### src/rtl/extint_pkg.sv
package extint_pkg;

  // Per-input strobes sent from control to datapath
  typedef struct packed {
    logic sample;  // take a machine-cycle sample this clock
    logic ackClr;  // acknowledge clears the edge flag
    logic swSet;   // software sets the edge flag
    logic swClr;   // software clears the edge flag
  } laneCtl_t;

endpackage

### src/rtl/extint_sync.sv
module extint_sync #(
  parameter int WIDTH  = 2,
  parameter int STAGES = 2
) (
  input  logic             clk,
  input  logic             rstN,
  input  logic [WIDTH-1:0] asyncIn,
  output logic [WIDTH-1:0] syncOut
);

  for (genvar b = 0; b < WIDTH; b++) begin : g_bit
    logic [STAGES-1:0] chain;
    always_ff @(posedge clk or negedge rstN) begin
      if (!rstN) chain <= '1;
      else       chain <= {chain[STAGES-2:0], asyncIn[b]};
    end
    assign syncOut[b] = chain[STAGES-1];
  end

endmodule

### src/rtl/extint_ctrl.sv
module extint_ctrl
  import extint_pkg::*;
#(
  parameter int NUM_IN = 2,
  parameter int IDX_W  = 1
) (
  input  logic              cycStrobe,
  input  logic [NUM_IN-1:0] levelMode,
  input  logic              ackValid,
  input  logic [IDX_W-1:0]  ackIdx,
  input  logic              swWrEn,
  input  logic [IDX_W-1:0]  swWrIdx,
  input  logic              swWrVal,
  output laneCtl_t          laneCtl [NUM_IN]
);

  for (genvar i = 0; i < NUM_IN; i++) begin : g_lane
    logic ackHit;
    logic wrHit;
    logic edgeLane;
    always_comb begin
      edgeLane = ~levelMode[i];
      ackHit   = ackValid && (ackIdx == IDX_W'(i));
      wrHit    = swWrEn && (swWrIdx == IDX_W'(i));
      laneCtl[i].sample = cycStrobe;
      laneCtl[i].ackClr = ackHit && edgeLane;
      laneCtl[i].swSet  = wrHit && swWrVal && edgeLane;
      laneCtl[i].swClr  = wrHit && !swWrVal && edgeLane;
    end
  end

endmodule

### src/rtl/extint_datapath.sv
module extint_datapath
  import extint_pkg::*;
#(
  parameter int NUM_IN = 2
) (
  input  logic              clk,
  input  logic              rstN,
  input  logic [NUM_IN-1:0] syncPin,
  input  logic [NUM_IN-1:0] levelMode,
  input  logic [NUM_IN-1:0] intEn,
  input  logic              idleMode,
  input  logic              pdMode,
  input  laneCtl_t          laneCtl [NUM_IN],
  output logic [NUM_IN-1:0] reqFlag,
  output logic              wakeUp
);

  logic [NUM_IN-1:0] lastSample;
  logic [NUM_IN-1:0] edgeFlag;
  logic [NUM_IN-1:0] wakeSrc;

  for (genvar i = 0; i < NUM_IN; i++) begin : g_lane
    logic hwSet;
    assign hwSet = laneCtl[i].sample && !levelMode[i] && lastSample[i] && !syncPin[i];

    always_ff @(posedge clk or negedge rstN) begin
      if (!rstN) begin
        lastSample[i] <= 1'b1;
        edgeFlag[i]   <= 1'b0;
      end else begin
        if (laneCtl[i].sample) lastSample[i] <= syncPin[i];
        if (hwSet)                                   edgeFlag[i] <= 1'b1;
        else if (laneCtl[i].swSet)                   edgeFlag[i] <= 1'b1;
        else if (laneCtl[i].swClr || laneCtl[i].ackClr) edgeFlag[i] <= 1'b0;
      end
    end

    assign reqFlag[i] = levelMode[i] ? !lastSample[i] : edgeFlag[i];
    assign wakeSrc[i] = intEn[i] &&
                        ((idleMode && reqFlag[i]) ||
                         (pdMode && (reqFlag[i] || !syncPin[i])));
  end

  always_ff @(posedge clk or negedge rstN) begin
    if (!rstN) wakeUp <= 1'b0;
    else       wakeUp <= |wakeSrc;
  end

endmodule

### src/rtl/extint_detect.sv
module extint_detect
  import extint_pkg::*;
#(
  parameter int NUM_IN = 2,
  localparam int IDX_W = (NUM_IN > 1) ? $clog2(NUM_IN) : 1
) (
  input  logic              clk,
  input  logic              rstN,
  input  logic              cycStrobe,
  input  logic [NUM_IN-1:0] pinN,
  input  logic [NUM_IN-1:0] levelMode,
  input  logic [NUM_IN-1:0] intEn,
  input  logic              ackValid,
  input  logic [IDX_W-1:0]  ackIdx,
  input  logic              swWrEn,
  input  logic [IDX_W-1:0]  swWrIdx,
  input  logic              swWrVal,
  input  logic              idleMode,
  input  logic              pdMode,
  output logic [NUM_IN-1:0] reqFlag,
  output logic              wakeUp
);

  logic [NUM_IN-1:0] syncPin;
  laneCtl_t          laneCtl [NUM_IN];

  extint_sync #(.WIDTH(NUM_IN), .STAGES(2)) u_sync (
    .clk(clk), .rstN(rstN), .asyncIn(pinN), .syncOut(syncPin)
  );

  extint_ctrl #(.NUM_IN(NUM_IN), .IDX_W(IDX_W)) u_ctrl (
    .cycStrobe(cycStrobe), .levelMode(levelMode),
    .ackValid(ackValid), .ackIdx(ackIdx),
    .swWrEn(swWrEn), .swWrIdx(swWrIdx), .swWrVal(swWrVal),
    .laneCtl(laneCtl)
  );

  extint_datapath #(.NUM_IN(NUM_IN)) u_dp (
    .clk(clk), .rstN(rstN), .syncPin(syncPin), .levelMode(levelMode),
    .intEn(intEn), .idleMode(idleMode), .pdMode(pdMode),
    .laneCtl(laneCtl), .reqFlag(reqFlag), .wakeUp(wakeUp)
  );

endmodule

### config.mk
export PLATFORM = sky130hd
export DESIGN_NAME = extint_detect
export DESIGN_NICKNAME = d
export VERILOG_FILES = /design/src/rtl/extint_pkg.sv /design/src/rtl/extint_sync.sv /design/src/rtl/extint_ctrl.sv /design/src/rtl/extint_datapath.sv /design/src/rtl/extint_detect.sv
export SDC_FILE = /design/constraint.sdc
export NUM_CORES = 1
export LEC_CHECK = 0
export CELL_PAD_IN_SITES_DETAIL_PLACEMENT = 0
export CELL_PAD_IN_SITES_GLOBAL_PLACEMENT = 1
export CORE_AREA = 5 5 42 44
export DETAILED_ROUTE_END_ITERATION = 6
export DIE_AREA = 0 0 47 49
export DONT_BUFFER_PORTS = 1
export PLACE_DENSITY = 0.61
export RECOVER_POWER = 25
export SLEW_MARGIN = 10
export SYNTH_ARGS = -nofsm -noshare
export SYNTH_HDL_FRONTEND = slang
export SYNTH_SLANG_ARGS = --single-unit
### constraint.sdc
create_clock -name clk -period 2 [get_ports clk]
set_input_delay 0.4 -clock clk [delete_from_list [all_inputs] [get_ports clk]]
set_output_delay 0.4 -clock clk [all_outputs]
set_load 0.005 [all_outputs]
== After elaboration in Yosys (flattened, before gate mapping) ==
Cells that the tools add are included.

* Output and inout port bits: 3
* Bits of input ports: 16
* Logic and storage cells: 61
* Register bits after elaboration: 9

* Reductions and logical operators: 42
* Multiplexer cells: 8
* Bitwise operators: 4

{| class="wikitable"
|+ Operator list
! kind !! number
|-
| $logic_and 1x1->1 || 26
|-
| $mux 1 || 8
|-
| $logic_not 1->1 || 7
|-
| $logic_or 1x1->1 || 6
|-
| $reduce_bool 3->1 || 2
|-
| $not 1->1 || 4
|-
| $reduce_or 2->1 || 1
|}

== Logic depth before layout (Yosys ltp) ==
* Word-level depth: 8
* Depth in mapped cells: 3
* Gate-level depth less buffers: 3

== Modules after synthesis ==
From an unflattened synthesis, not the netlist that was laid out.

* Cells, all modules: 41
* Area, all modules: 519.2 µm²

{| class="wikitable"
|+ By module, submodules not included
! module !! cells each !! area each (µm²) !! times used
|-
| extint_datapath || 27 || 317.8 || 1
|-
| extint_sync || 6 || 120.1 || 1
|-
| extint_ctrl || 8 || 81.3 || 1
|}

== Worst setup path after synthesis ==
OpenSTA, ideal clock, no wires.

* Path kind: reg2out
* From: register u_dp.lastSample[1]
* To: output reqFlag[1]
* Data arrival time: 0.918 ns
* Cell stages (with the launch flop): 3
* Data required time: 1.600 ns
* Slack: 0.682 ns
* Cell sequence: dfstp_2 -> and2b_1 -> or2_1

* Word-level cells in the longest chain between the ends: 2

{| class="wikitable"
|+ RTL lines
! element !! line !! text
|-
| start: declaration || extint_datapath.sv:18 || <nowiki>logic [NUM_IN-1:0] lastSample;</nowiki>
|-
| start signal: indexed assignment || extint_datapath.sv:31 || <nowiki>if (laneCtl[i].sample) lastSample[i] <= syncPin[i];</nowiki>
|-
| $logic_not 1->1 || extint_datapath.sv:38 || <nowiki>assign reqFlag[i] = levelMode[i] ? !lastSample[i] : edgeFlag[i];</nowiki>
|-
| $mux 1 || extint_datapath.sv:38 ||
|-
| end: declaration || extint_detect.sv:20 || <nowiki>output logic [NUM_IN-1:0] reqFlag,</nowiki>
|}

Every way passes these cells.

== Final worst setup path ==
Ends and elaborated chain as after synthesis.

==> results <==
- Timing would allow up to 616 MHz.
- Before antenna repair, the detailed router went through 2 iterations.
- The number of cells on the worst hold path is 0.
- After synthesis, flip-flops and latches occupy ~55% of the total area.
- The combinational group share of total power is between 10% and 20%.
- The clock net in this run drives a total of 9 sinks.
- The internal power of the cells totals 306 uW.
- The routed design has 844 um of wire.
- The final cycle utilization of the critical path is about 81%.
- The met2 routing resource usage after global routing is about an eighth.
- The element type at the critical path start is a flop.
- The filler cells instantiated in the layout total roughly 150.
- The count of max-cap constraint violations is 0.
- The final setup violation count is 0.
- The run finished with clean final reports.
- In this run, flip-flops and latches consume 53.7% of the power.
- In this run, CTS created clock tree buffers numbering 3.
- Using the TritonRoute via totals, the vias-per-cell ratio works out to 5.03.
- The most common library cell in the layout ignoring fill and taps is sky130_fd_sc_hd__dfstp_2.
- After detailed routing, the average wire length per cell comes to 14.6 um.
- The number of global-route vias before repair is about 320.
- The combined area of all synthesized cells is about 420 sq um.
- In this run, distinct cell masters in the synthesized netlist total 20.
- Measured in cells, the most critical reg-to-reg path has a length of 3.
- Across the routed clock network, the largest skew measured is approximately 0.23 ps.
- Setup repair after global routing left no endpoint under its margin.
- The number of vias in the routed layout is ~290.
- VDD sags by at most 0.528 mV.
- The required time of the worst setup path is roughly 1600 ps.
- Prior to clock tree synthesis, the placed netlist has a worst setup slack of approximately 650 ps.
- For the worst setup path, the data arrival time is around 1200 ps.
- The count of antenna-violating nets left after detailed routing is 0.
- The port buffer count is 0.
- The count of final hold-check violations is 0.
- The worst min-delay path class is input pin to flop.
- The endpoint of the most critical register-to-register path is u_dp.wakeUp.
- The clock tree root driver cell is sky130_fd_sc_hd__clkbuf_4.
- The number of antenna violations at the first check in global routing is 0.
- Summed over all cells, the static leakage comes to 0.200 nW.
- The end-of-flow core utilization is between 30% and 40%.
- The relative slew slack is approximately three quarters.
- The clock network fraction of design power is ~34%.
- The number of levels the H-tree was split into is 1.
- The core region is around 1400 sq um.
- The critical path endpoint category is an output pin.
- The maximum net fanout on the critical path is 3.
- Row generation in the floorplan step produced 14 rows.
- The total of cells resized after clock tree synthesis is 0.
- The met1 usage in global routing is under 10%.
- Yosys attributes the largest share of cell area to sky130_fd_sc_hd__dfstp_2, sky130_fd_sc_hd__dfrtp_1, sky130_fd_sc_hd__mux2_1, sky130_fd_sc_hd__nor2b_1, sky130_fd_sc_hd__and3b_1.
- The placed wire-length estimate after detailed placement is just over 700 um.
- The die width is 47 um.
- The I/O pin count is 19.
- The max-slew violation count is 0.
- The power dissipated by switching net loads is ~93 uW.
- Synthesis produced a netlist with a net count of 53.
- At the end of routability-driven placement, the weighted congestion stood at about 0.75.
- At the end of the flow, the number of nets in the layout was ~60.
- The minimum clock period after layout is between 1500 and 2000 ps.
- The area of the die is ~2300 sq um.
- The number of diodes is 0.
- The residual DRC count is 0.
- The global routing stage identified its most utilized layer as met2.
- For this run, the number of Yosys warnings is 0.
- Once the floorplan was initialized, standard cells occupied between 30% and 40% of the core.
- For this run the aggregate overflow at the end of global routing stands at 0.
- In the layout the commonest cells are sky130_fd_sc_hd__dfstp_2, sky130_fd_sc_hd__nor2b_1, sky130_fd_sc_hd__clkbuf_4, sky130_fd_sc_hd__dfrtp_1.
- Cells with a size suffix above 1 make up 23.8% of the layout.
- The global-route wire length before repair is about 1.4 mm.
- The count of hold buffers inserted by post-cts repair is 1.
- The DRC marker count from the first detailed-route iteration is 5.
- The class of the most critical setup path is flop to output pin.
- TritonCTS built the clock tree.
- The startpoint identified for the worst register-to-register timing path is u_dp.lastSample[1].
- Synthesis inferred 9 register bits.
- The die is 49 um tall.
- The worst-case register-to-register setup slack is 800 ps.
- Setup slack closes at approximately 380 ps.
- The clock reaches the later pin of the worst-skew pair after about 260 ps.
- The fraction of met3 tracks used by global routing is under 10%.
- The total power divided by cell area is 830 nW/um^2.
- The largest net degree at the start of global routing is 10.
- For the pin with the worst max-slew slack, the measured transition is about 400 ps.
- The startpoint of the tightest hold check path is pinN[1].
- The total global routing track utilization is under 10%.
- The register clock-pin slew on the reported worst setup and hold paths is 60 ps.
- Averaged over all synthesized cells, the footprint is approximately 11 sq um.
- Of the total power, the share spent switching nets is between 20% and 30%.
- Buffers added to address setup during post-CTS repair amount to 0.
- The post-synthesis cell type with the largest combined area is sky130_fd_sc_hd__dfstp_2.
- The top cell type by area accounts for 37.3% of the synthesized area.
- The synthesized instance count is 37.
- In the final timing run, aggregate negative setup slack is 0 ps.
- The area growth from synthesis to layout is 13.6%.
- The worst hold path endpoint is u_sync.g_bit[1].chain[0].
- The buffer levels on the longest clock path is 2.
-- worst max path at each step --
stage	start	end	slack (ps)	cells past startpoint
floorplan	u_dp.lastSample[1]	reqFlag[1]	680	2
global placement	u_dp.lastSample[1]	reqFlag[1]	650	2
detailed placement	u_dp.lastSample[1]	reqFlag[1]	650	2
CTS	u_dp.lastSample[0]	reqFlag[0]	360	2
global route	u_dp.lastSample[1]	reqFlag[1]	300	2
finish	u_dp.lastSample[1]	reqFlag[1]	380	2
-- critical path, stage by stage (launching register included) --
cell                      delay (ps)
sky130_fd_sc_hd__dfstp_2         530
sky130_fd_sc_hd__and2b_1         190
sky130_fd_sc_hd__or2_1           240
-- power by group through the flow --
stage                     Sequential [mW]  Clock [mW]  Combinational, mW
after floorplan                     0.215           0             0.0383
after global placement              0.217           0             0.0430
after detailed placement            0.218           0             0.0447
after CTS                           0.215       0.145             0.0496
after global routing                0.216       0.164             0.0557
final                               0.214       0.137             0.0483
-- flip-flops by register name, indices dropped and copies added (netlist names) --
name and flops:
u_dp.lastSample 2, u_dp.edgeFlag 2, u_dp.wakeUp 1, u_sync.g_bit.chain 4
-- Yosys cell counts --
cell type	n
sky130_fd_sc_hd__a21oi_1	1
sky130_fd_sc_hd__a22oi_1	1
sky130_fd_sc_hd__a31oi_1	2
sky130_fd_sc_hd__a32oi_1	1
sky130_fd_sc_hd__and2b_1	1
sky130_fd_sc_hd__and2b_4	1
sky130_fd_sc_hd__and3b_1	2
sky130_fd_sc_hd__clkinv_1	1
sky130_fd_sc_hd__dfrtp_1	3
sky130_fd_sc_hd__dfstp_2	6
sky130_fd_sc_hd__inv_1	2
sky130_fd_sc_hd__mux2_1	2
sky130_fd_sc_hd__nand2b_1	2
sky130_fd_sc_hd__nor2b_1	3
sky130_fd_sc_hd__o211ai_1	1
sky130_fd_sc_hd__o21ai_0	1
sky130_fd_sc_hd__o21ai_1	2
sky130_fd_sc_hd__o22ai_1	1
sky130_fd_sc_hd__o31ai_1	2
sky130_fd_sc_hd__or2_1	2
-- cells by family (layout without fill, tap and decap cells) --
kind of cell	after synthesis	in the layout	share of synthesized area, %
AOI/OAI and AO/OA	12	12	18.3
and+or+nand+nor	11	11	18.6
DFF	9	9	55.0
buffers and inverters	3	8	2.66
muxes	2	2	5.33
-- routing by layer --
metal / wire length (um) / vias to the layer above
met5: 0 / -
met4: 0 / 0
met3: 152 / 0
met2: 399 / 15
met1: 292 / 132
li1: - / 145
-- cell type report --
type	count	area, sq um	share of cell area (%)
multi-input cells	25	179	37.2
inverters	3	11.3	2.34
repair buffers	1	10.0	2.08
clock buffers	3	22.5	4.69
flip-flops and latches	9	233	48.4
well taps	16	20.0	4.17
clock inverters	1	5.00	1.04
-- metrics by stage --
step                      cell area (sq um)  power [mW]  cells  hold WS, ps
after floorplan                         423       0.253     37          104
after global placement                  443       0.260     53          105
after detailed placement                443       0.263     53          105
after CTS                               480       0.410     58          124
after global routing                    480       0.436     58         97.8
final                                   480       0.399     58          135
Note: power is estimated with default switching activity, not from simulation.
